`src/rtl/lcdt_pkg.sv`:
```
package lcdt_pkg;

    localparam int unsigned FIELD_W = 16;
    localparam int unsigned WORD_W  = 32;
    localparam int unsigned SPAN_N  = 5;
    localparam int unsigned SEL_W   = 3;

    typedef logic [FIELD_W-1:0] pos_t;

    // start position in the upper half of a word, end in the lower half
    typedef struct packed {
        pos_t first;
        pos_t last;
    } span_t;

    typedef enum logic [SEL_W-1:0] {
        SEL_HSYNC = 3'd0,
        SEL_VSYNC = 3'd1,
        SEL_TOTAL = 3'd2,
        SEL_HDISP = 3'd3,
        SEL_VDISP = 3'd4,
        SEL_CTRL  = 3'd5,
        SEL_STAT  = 3'd6,
        SEL_NONE  = 3'd7
    } sel_e;

    localparam int CB_SERIAL = 0;
    localparam int CB_RUN    = 3;
    localparam int CB_STOP   = 4;
    localparam int CB_SOF_IE = 12;
    localparam int CB_EOF_IE = 13;

    localparam int SB_OFF = 0;
    localparam int SB_SOF = 4;
    localparam int SB_EOF = 5;

    typedef struct packed {
        span_t hs;
        span_t vs;
        span_t tot;
        span_t hd;
        span_t vd;
        logic  serial;
    } timing_t;

    function automatic logic inside_span(pos_t p, span_t s);
        return (p >= s.first) && (p < s.last);
    endfunction

endpackage

```
`src/rtl/lcdt_regs.sv`:
```
module lcdt_regs
    import lcdt_pkg::*;
#(
    parameter int unsigned SPANS = SPAN_N
) (
    input  logic              clk,
    input  logic              rst,
    input  logic              wr_en,
    input  logic [SEL_W-1:0]  wr_sel,
    input  logic [WORD_W-1:0] wr_data,
    input  logic              load,
    output timing_t           act
);

    span_t [SPANS-1:0] shadow_q;
    span_t [SPANS-1:0] shadow_d;
    logic              ser_q;
    logic              ser_d;
    timing_t           act_d;

    always_comb begin
        for (int i = 0; i < SPANS; i++) begin
            shadow_d[i] = (wr_en && wr_sel == SEL_W'(i)) ? span_t'(wr_data) : shadow_q[i];
        end
        ser_d = (wr_en && wr_sel == SEL_CTRL) ? wr_data[CB_SERIAL] : ser_q;
    end

    // the pending value is used so a write in the loading cycle is not lost
    always_comb begin
        act_d.hs     = shadow_d[SEL_HSYNC];
        act_d.vs     = shadow_d[SEL_VSYNC];
        act_d.tot    = shadow_d[SEL_TOTAL];
        act_d.hd     = shadow_d[SEL_HDISP];
        act_d.vd     = shadow_d[SEL_VDISP];
        act_d.serial = ser_d;
    end

    always_ff @(posedge clk) begin
        if (rst) begin
            shadow_q <= '0;
            ser_q    <= 1'b0;
            act      <= '0;
        end else begin
            shadow_q <= shadow_d;
            ser_q    <= ser_d;
            if (load) act <= act_d;
        end
    end

endmodule

```
`src/rtl/lcdt_scan.sv`:
```
module lcdt_scan
    import lcdt_pkg::*;
#(
    parameter int unsigned PHASES = 3,
    localparam int unsigned PH_W  = $clog2(PHASES)
) (
    input  logic            clk,
    input  logic            rst,
    input  logic            run,
    input  logic            serial,
    input  pos_t            htot,
    input  pos_t            vtot,
    output pos_t            h,
    output pos_t            v,
    output logic [PH_W-1:0] phase,
    output logic            frame_first,
    output logic            frame_last
);

    logic             tick;
    logic             h_last;
    logic             v_last;
    logic [FIELD_W:0] h_next;
    logic [FIELD_W:0] v_next;

    always_comb begin
        tick        = !serial || (phase == PH_W'(PHASES - 1));
        h_next      = {1'b0, h} + (FIELD_W+1)'(1);
        v_next      = {1'b0, v} + (FIELD_W+1)'(1);
        h_last      = h_next >= {1'b0, htot};
        v_last      = v_next >= {1'b0, vtot};
        frame_last  = run && tick && h_last && v_last;
        frame_first = run && (h == '0) && (v == '0) && (phase == '0);
    end

    always_ff @(posedge clk) begin
        if (rst || !run) begin
            h     <= '0;
            v     <= '0;
            phase <= '0;
        end else begin
            if (serial) phase <= tick ? '0 : phase + PH_W'(1);
            else        phase <= '0;
            if (tick) begin
                if (h_last) begin
                    h <= '0;
                    v <= v_last ? '0 : v_next[FIELD_W-1:0];
                end else begin
                    h <= h_next[FIELD_W-1:0];
                end
            end
        end
    end

    // counters stay below their totals while scanning
    assert_hpos_in_total_R2: assert property (@(posedge clk) disable iff (rst)
        (run && htot != '0) |-> (h < htot));
    assert_vpos_in_total_R2: assert property (@(posedge clk) disable iff (rst)
        (run && vtot != '0) |-> (v < vtot));
    // no channel stepping in parallel mode
    assert_phase_parallel_R5: assert property (@(posedge clk) disable iff (rst)
        (run && !serial) |-> (phase == '0));
    assert_phase_range_R5: assert property (@(posedge clk) disable iff (rst)
        phase <= PH_W'(PHASES - 1));

endmodule

```
`src/rtl/lcdt_ctrl.sv`:
```
module lcdt_ctrl
    import lcdt_pkg::*;
(
    input  logic              clk,
    input  logic              rst,
    input  logic              ctrl_wr,
    input  logic              stat_wr,
    input  logic              wr_run,
    input  logic              wr_stop,
    input  logic              wr_sof_ie,
    input  logic              wr_eof_ie,
    input  logic              wr_sof_keep,
    input  logic              wr_eof_keep,
    input  logic              frame_first,
    input  logic              frame_last,
    output logic              run,
    output logic [WORD_W-1:0] stat_word,
    output logic              irq,
    output logic              dis_done
);

    logic pend_q;
    logic sof_q;
    logic eof_q;
    logic sof_ie_q;
    logic eof_ie_q;

    always_ff @(posedge clk) begin
        if (rst) begin
            run      <= 1'b0;
            pend_q   <= 1'b0;
            dis_done <= 1'b0;
            sof_ie_q <= 1'b0;
            eof_ie_q <= 1'b0;
        end else begin
            dis_done <= 1'b0;
            if (ctrl_wr) begin
                sof_ie_q <= wr_sof_ie;
                eof_ie_q <= wr_eof_ie;
                if (!wr_run) begin
                    run    <= 1'b0;
                    pend_q <= 1'b0;
                end else if (!wr_stop) begin
                    run    <= 1'b1;
                    pend_q <= 1'b0;
                end else if (run) begin
                    pend_q <= 1'b1;
                end
            end else if (pend_q && frame_last) begin
                run      <= 1'b0;
                pend_q   <= 1'b0;
                dis_done <= 1'b1;
            end
        end
    end

    always_ff @(posedge clk) begin
        if (rst) begin
            sof_q <= 1'b0;
            eof_q <= 1'b0;
        end else begin
            sof_q <= frame_first || (sof_q && !(stat_wr && !wr_sof_keep));
            eof_q <= frame_last  || (eof_q && !(stat_wr && !wr_eof_keep));
        end
    end

    always_comb begin
        stat_word         = '0;
        stat_word[SB_OFF] = !run;
        stat_word[SB_SOF] = sof_q;
        stat_word[SB_EOF] = eof_q;
        irq = (sof_q && sof_ie_q) || (eof_q && eof_ie_q);
    end

    // a start command runs the scan on the next clock
    assert_start_R6: assert property (@(posedge clk) disable iff (rst)
        (ctrl_wr && wr_run && !wr_stop) |=> run);
    // the completion pulse is single and the block is stopped with it
    assert_done_single_R7: assert property (@(posedge clk) disable iff (rst)
        dis_done |=> !dis_done);
    assert_done_stopped_R7: assert property (@(posedge clk) disable iff (rst)
        dis_done |-> !run);
    // an immediate stop takes hold next clock with no completion pulse
    assert_quick_stop_R8: assert property (@(posedge clk) disable iff (rst)
        (ctrl_wr && !wr_run) |=> (!run && !dis_done));

endmodule

```
`src/rtl/lcd_timing_gen.sv`:
```
module lcd_timing_gen
    import lcdt_pkg::*;
#(
    parameter int unsigned PHASES = 3
) (
    input  logic                        clk,
    input  logic                        rst,
    input  logic                        wr_en,
    input  logic [2:0]                  wr_sel,
    input  logic [31:0]                 wr_data,
    output logic                        hsync,
    output logic                        vsync,
    output logic                        de,
    output logic [15:0]                 hpos,
    output logic [15:0]                 vpos,
    output logic [$clog2(PHASES)-1:0]   chan,
    output logic [31:0]                 stat_word,
    output logic                        irq,
    output logic                        dis_done
);

    localparam int unsigned PH_W = $clog2(PHASES);

    timing_t         act;
    logic            run;
    logic            load;
    logic            frame_first;
    logic            frame_last;
    pos_t            h;
    pos_t            v;
    logic [PH_W-1:0] phase;
    logic            ctrl_wr;
    logic            stat_wr;

    assign ctrl_wr = wr_en && (wr_sel == SEL_CTRL);
    assign stat_wr = wr_en && (wr_sel == SEL_STAT);
    assign load    = !run || frame_last;

    lcdt_regs #(.SPANS(SPAN_N)) u_regs (
        .clk     (clk),
        .rst     (rst),
        .wr_en   (wr_en),
        .wr_sel  (wr_sel),
        .wr_data (wr_data),
        .load    (load),
        .act     (act)
    );

    lcdt_scan #(.PHASES(PHASES)) u_scan (
        .clk         (clk),
        .rst         (rst),
        .run         (run),
        .serial      (act.serial),
        .htot        (act.tot.first),
        .vtot        (act.tot.last),
        .h           (h),
        .v           (v),
        .phase       (phase),
        .frame_first (frame_first),
        .frame_last  (frame_last)
    );

    lcdt_ctrl u_ctrl (
        .clk         (clk),
        .rst         (rst),
        .ctrl_wr     (ctrl_wr),
        .stat_wr     (stat_wr),
        .wr_run      (wr_data[CB_RUN]),
        .wr_stop     (wr_data[CB_STOP]),
        .wr_sof_ie   (wr_data[CB_SOF_IE]),
        .wr_eof_ie   (wr_data[CB_EOF_IE]),
        .wr_sof_keep (wr_data[SB_SOF]),
        .wr_eof_keep (wr_data[SB_EOF]),
        .frame_first (frame_first),
        .frame_last  (frame_last),
        .run         (run),
        .stat_word   (stat_word),
        .irq         (irq),
        .dis_done    (dis_done)
    );

    always_comb begin
        hsync = run && inside_span(h, act.hs);
        vsync = run && inside_span(v, act.vs);
        de    = run && inside_span(h, act.hd) && inside_span(v, act.vd);
        hpos  = run ? h : '0;
        vpos  = run ? v : '0;
        chan  = run ? phase : '0;
    end

    // the frame-start flag rises only after a clock at the scan origin
    assert_sof_origin_R9: assert property (@(posedge clk) disable iff (rst)
        $rose(stat_word[SB_SOF]) |-> $past(!stat_word[SB_OFF] && hpos == '0 && vpos == '0 && chan == '0));
    // display enable never appears while stopped
    assert_de_running_R4: assert property (@(posedge clk) disable iff (rst)
        de |-> !stat_word[SB_OFF]);

endmodule

```
`config.mk`:
```
export PLATFORM = sky130hd
export DESIGN_NAME = lcd_timing_gen
export DESIGN_NICKNAME = d
export VERILOG_FILES = /design/src/rtl/lcdt_pkg.sv /design/src/rtl/lcdt_regs.sv /design/src/rtl/lcdt_scan.sv /design/src/rtl/lcdt_ctrl.sv /design/src/rtl/lcd_timing_gen.sv
export SDC_FILE = /design/constraint.sdc
export NUM_CORES = 1
export LEC_CHECK = 0
export BUFFER_PORTS_ARGS = -buffer_cell sky130_fd_sc_hd__buf_2
export CAP_MARGIN = 20
export CORE_MARGIN = 5
export CORE_UTILIZATION = 47
export DETAILED_ROUTE_END_ITERATION = 10
export PLACE_DENSITY = 0.63
export SETUP_SLACK_MARGIN = 0.02
export SLEW_MARGIN = 40
export SYNTH_ARGS = -nofsm -noshare
export SYNTH_HDL_FRONTEND = slang
export SYNTH_SLANG_ARGS = --single-unit
```
`constraint.sdc`:
```
create_clock -name clk -period 4.9 [get_ports clk]
set_input_delay 0.245 -clock clk [delete_from_list [all_inputs] [get_ports clk]]
set_output_delay 0.245 -clock clk [all_outputs]
set_load 0.005 [all_outputs]
```
==> run metrics <==
switching pwr 1670 µW; H-tree depth 2; vias per cell 5.65; number of max-cap violations 0; WP data arrival 4610 ps; clock buffer count from CTS 40; Crit. End Element flop; first-pass GRT wire length 85.8 mm; Reg power frac 0.467; placed cell count 2658; critical path peak fanout 162; Clk pwr share 0.442; Min-Delay Endpoint u_regs.shadow_q[43]; EDFF count, synth 0; DP HPWL 37.0 mm; number of global-route vias before repair 14900; share of the yosys chip area belonging to registers 0.399; synthesized area per cell 8.38 µm²; synth warn 0; Fill cells 3711; Overflow after GRT 0; clock tree buffer depth 3; internal power 4800 µW; Die Wd 207 µm; fin cells 2729; clock root buffer clkbuf_16; slew of the pin with the lowest slew margin 879 ps; Die Footprint 42800 µm²; Sum Neg Setup Slack 0 ps; status finished, final reports clean; Yosys reg bits 363; via count 15400; final clock skew 22.8 ps; r2r endpoint u_ctrl.pend_q; Max VDD drop 283 µV; CTS clk-pin slew, worst paths 60 ps; number of DRC markers in iteration 0 1145; Top FF cell, synth dfxtp_1; switching part of the total power 0.259; leak pwr 0.00749 µW; number of nets in the layout 2382; worst r2r path cells 12; Post-CTS Hold Buffers 0; Total GRT Usage 0.258; Post-CTS Setup Inserts 0; final setup vio count 0; unrepaired setup endpoints after global routing no; Reg-to-Reg Start u_scan.h[1]; CTS tree built; Post-Route WL 56.4 mm; CP Class reg2reg; Initial Util 0.473; hold path start wr_data[11]; Hold Path Stages 3; Syn Inst Count 2175; Reg2Reg Setup Slack 700 ps; Netlist cell types 60; CP Launch Type flop; placement row count 72; Final ANT Viol Nets 0; final hold violations 0; asr flop ratio synth 0; Crit path required time 5310 ps; Slew Viols, Final 0; core region area 38600 µm²; P&R area growth vs syn 10.4%; Skew-Pair Late Insertion Delay 550 ps; Hold Crit Class in2reg; Max Fclk 238 MHz; Post-Syn Area 18200 µm²; combinational share of power 0.091; Hold WS 65.4 ps; fin crit share 0.856; I/O pins 109; Buffers on Ports 79; initial antenna violation count 3; DIE HEIGHT 207 µm; CTS sink cnt 363; fin crit period 4200 ps; Pre-Repair DR Iteration Count 5; # DRC 0; largest net degree at the start of global routing 163; Slew HR 0.414; post_cts resized 0; share of layout cells above drive strength 1 0.0873; GPL Wtd Cong 0.909; PD cells 321 nW/µm²; drt wl/cell 20.7 µm
==> how the worst max path moves through the flow <==
| stage | slack [ps] | depth (start not counted) | to | from |
|---|---|---|---|---|
| 2_1_floorplan | 1290 | 12 | u_scan.v[6] | u_scan.h[2] |
| 3_3_place_gp | 820 | 14 | u_ctrl.pend_q | u_scan.v[1] |
| 3_5_place_dp | 710 | 12 | u_ctrl.pend_q | u_scan.h[1] |
| 4_1_cts | 700 | 12 | u_ctrl.pend_q | u_scan.h[1] |
| 5_1_grt | 450 | 13 | u_ctrl.eof_q | u_scan.v[3] |
| 6_report | 700 | 12 | u_ctrl.pend_q | u_scan.h[1] |
==> layer usage <==
metal,wire length (µm),global-route usage,vias to the layer above
met5,13,0,-
met4,2620,0.112,2
met3,3520,0.0444,119
met2,25700,0.411,428
met1,24500,0.347,7367
li1,-,-,7499
==> synthesized netlist by cell type, drive strengths merged (4+ instances only) <==
master   instances  area [µm²]
buf             57         397
nand2b          14        87.6
a21oi          210        1050
o221ai           4        35.0
nand3           42         215
and3             8        50.1
nand4           30         188
or4              9        67.6
nor2            46         175
nor3            13        65.1
nor2b           12        75.1
dfxtp          363        7270
o21ai           33         165
o2111ai          5        43.8
a2111oi          8        71.3
o21a             4        30.0
xor2            11        96.3
or3            150         938
o2bb2ai        156        1370
nor4            13        81.3
clkbuf         126         475
nand2          384        1440
ha             162        2030
nand3b           8        60.1
a21o            37         278
inv            159         597
and2            35         219
and4             5        43.8
o22ai            5        31.3
xnor2           17         149
a211oi          12        90.1
==> cell families after synthesis <==
kind of cell | count (synthesis) | share of synthesized area
flops | 363 | 0.399
mux | 1 | 0.000549
xor+xnor | 28 | 0.0135
other cells | 1 | 0.000206
simple gates | 774 | 0.205
compound gates | 503 | 0.190
buf+inv | 343 | 0.0808
fa+ha+maj | 162 | 0.111
==> power by group through the flow <==
| stage | combinational [µW] | clock [µW] | sequential (µW) |
|---|---|---|---|
| floorplan | 384 | 0 | 3080 |
| global placement | 573 | 0 | 3090 |
| detailed placement | 581 | 0 | 3090 |
| CTS | 583 | 2900 | 3020 |
| global route | 635 | 3020 | 3030 |
| finish | 588 | 2860 | 3020 |
==> area by class of cell <==
type                    instances  area [µm²]  area share
clock inverters                 9        80.1     0.00398
clock buffers                  61        1130      0.0562
multi-input cells            1497        9630       0.478
flip-flops and latches        363        7270       0.361
repair buffers                120         766      0.0380
diodes                          1        2.50    0.000124
inverters                     160         606      0.0301
well taps                     518         648      0.0322
==> flip-flops by register name, indices dropped and copies added (netlist names) <==
signal	count
u_ctrl.eof_q	1
u_regs.shadow_q	160
u_ctrl.eof_ie_q	1
u_ctrl.sof_ie_q	1
u_ctrl.dis_done	1
u_regs.act	161
u_ctrl.sof_q	1
u_regs.ser_q	1
u_scan.h	16
u_scan.phase	2
u_scan.v	16
u_ctrl.run	1
u_ctrl.pend_q	1
==> cells in the final DEF, fill, tap and decap left out, types with 44 or more instances in the layout <==
cell	n
nand2_1	384
dfxtp_1	362
nor2_1	44
buf_2	78
ha_1	162
o2bb2ai_1	156
or3_1	150
a21oi_1	210
inv_1	159
==> stage by stage <==
stage | total power (µW) | util | cell area, µm² | setup WS (ps)
after floorplan | 3470 | - | 18300 | 1290
after global placement | 3660 | 0.490 | 18900 | 818
after detailed placement | 3670 | 0.490 | 18900 | 707
after CTS | 6500 | 0.522 | 20100 | 697
after global routing | 6690 | 0.522 | 20100 | 449
final | 6470 | 0.522 | 20100 | 703
==> worst max-delay path, stage by stage (launching register included) <==
cell	delay [ps]
dfxtp_1	520
ha_1	330
and4_1	420
nand3_1	200
xnor2_1	200
ha_1	320
nand4_1	150
o41ai_2	410
a221oi_4	170
a221oi_4	360
buf_12	580
and2_1	240
o21ai_0	80
No activity file was read; power rests on OpenSTA's default activity.
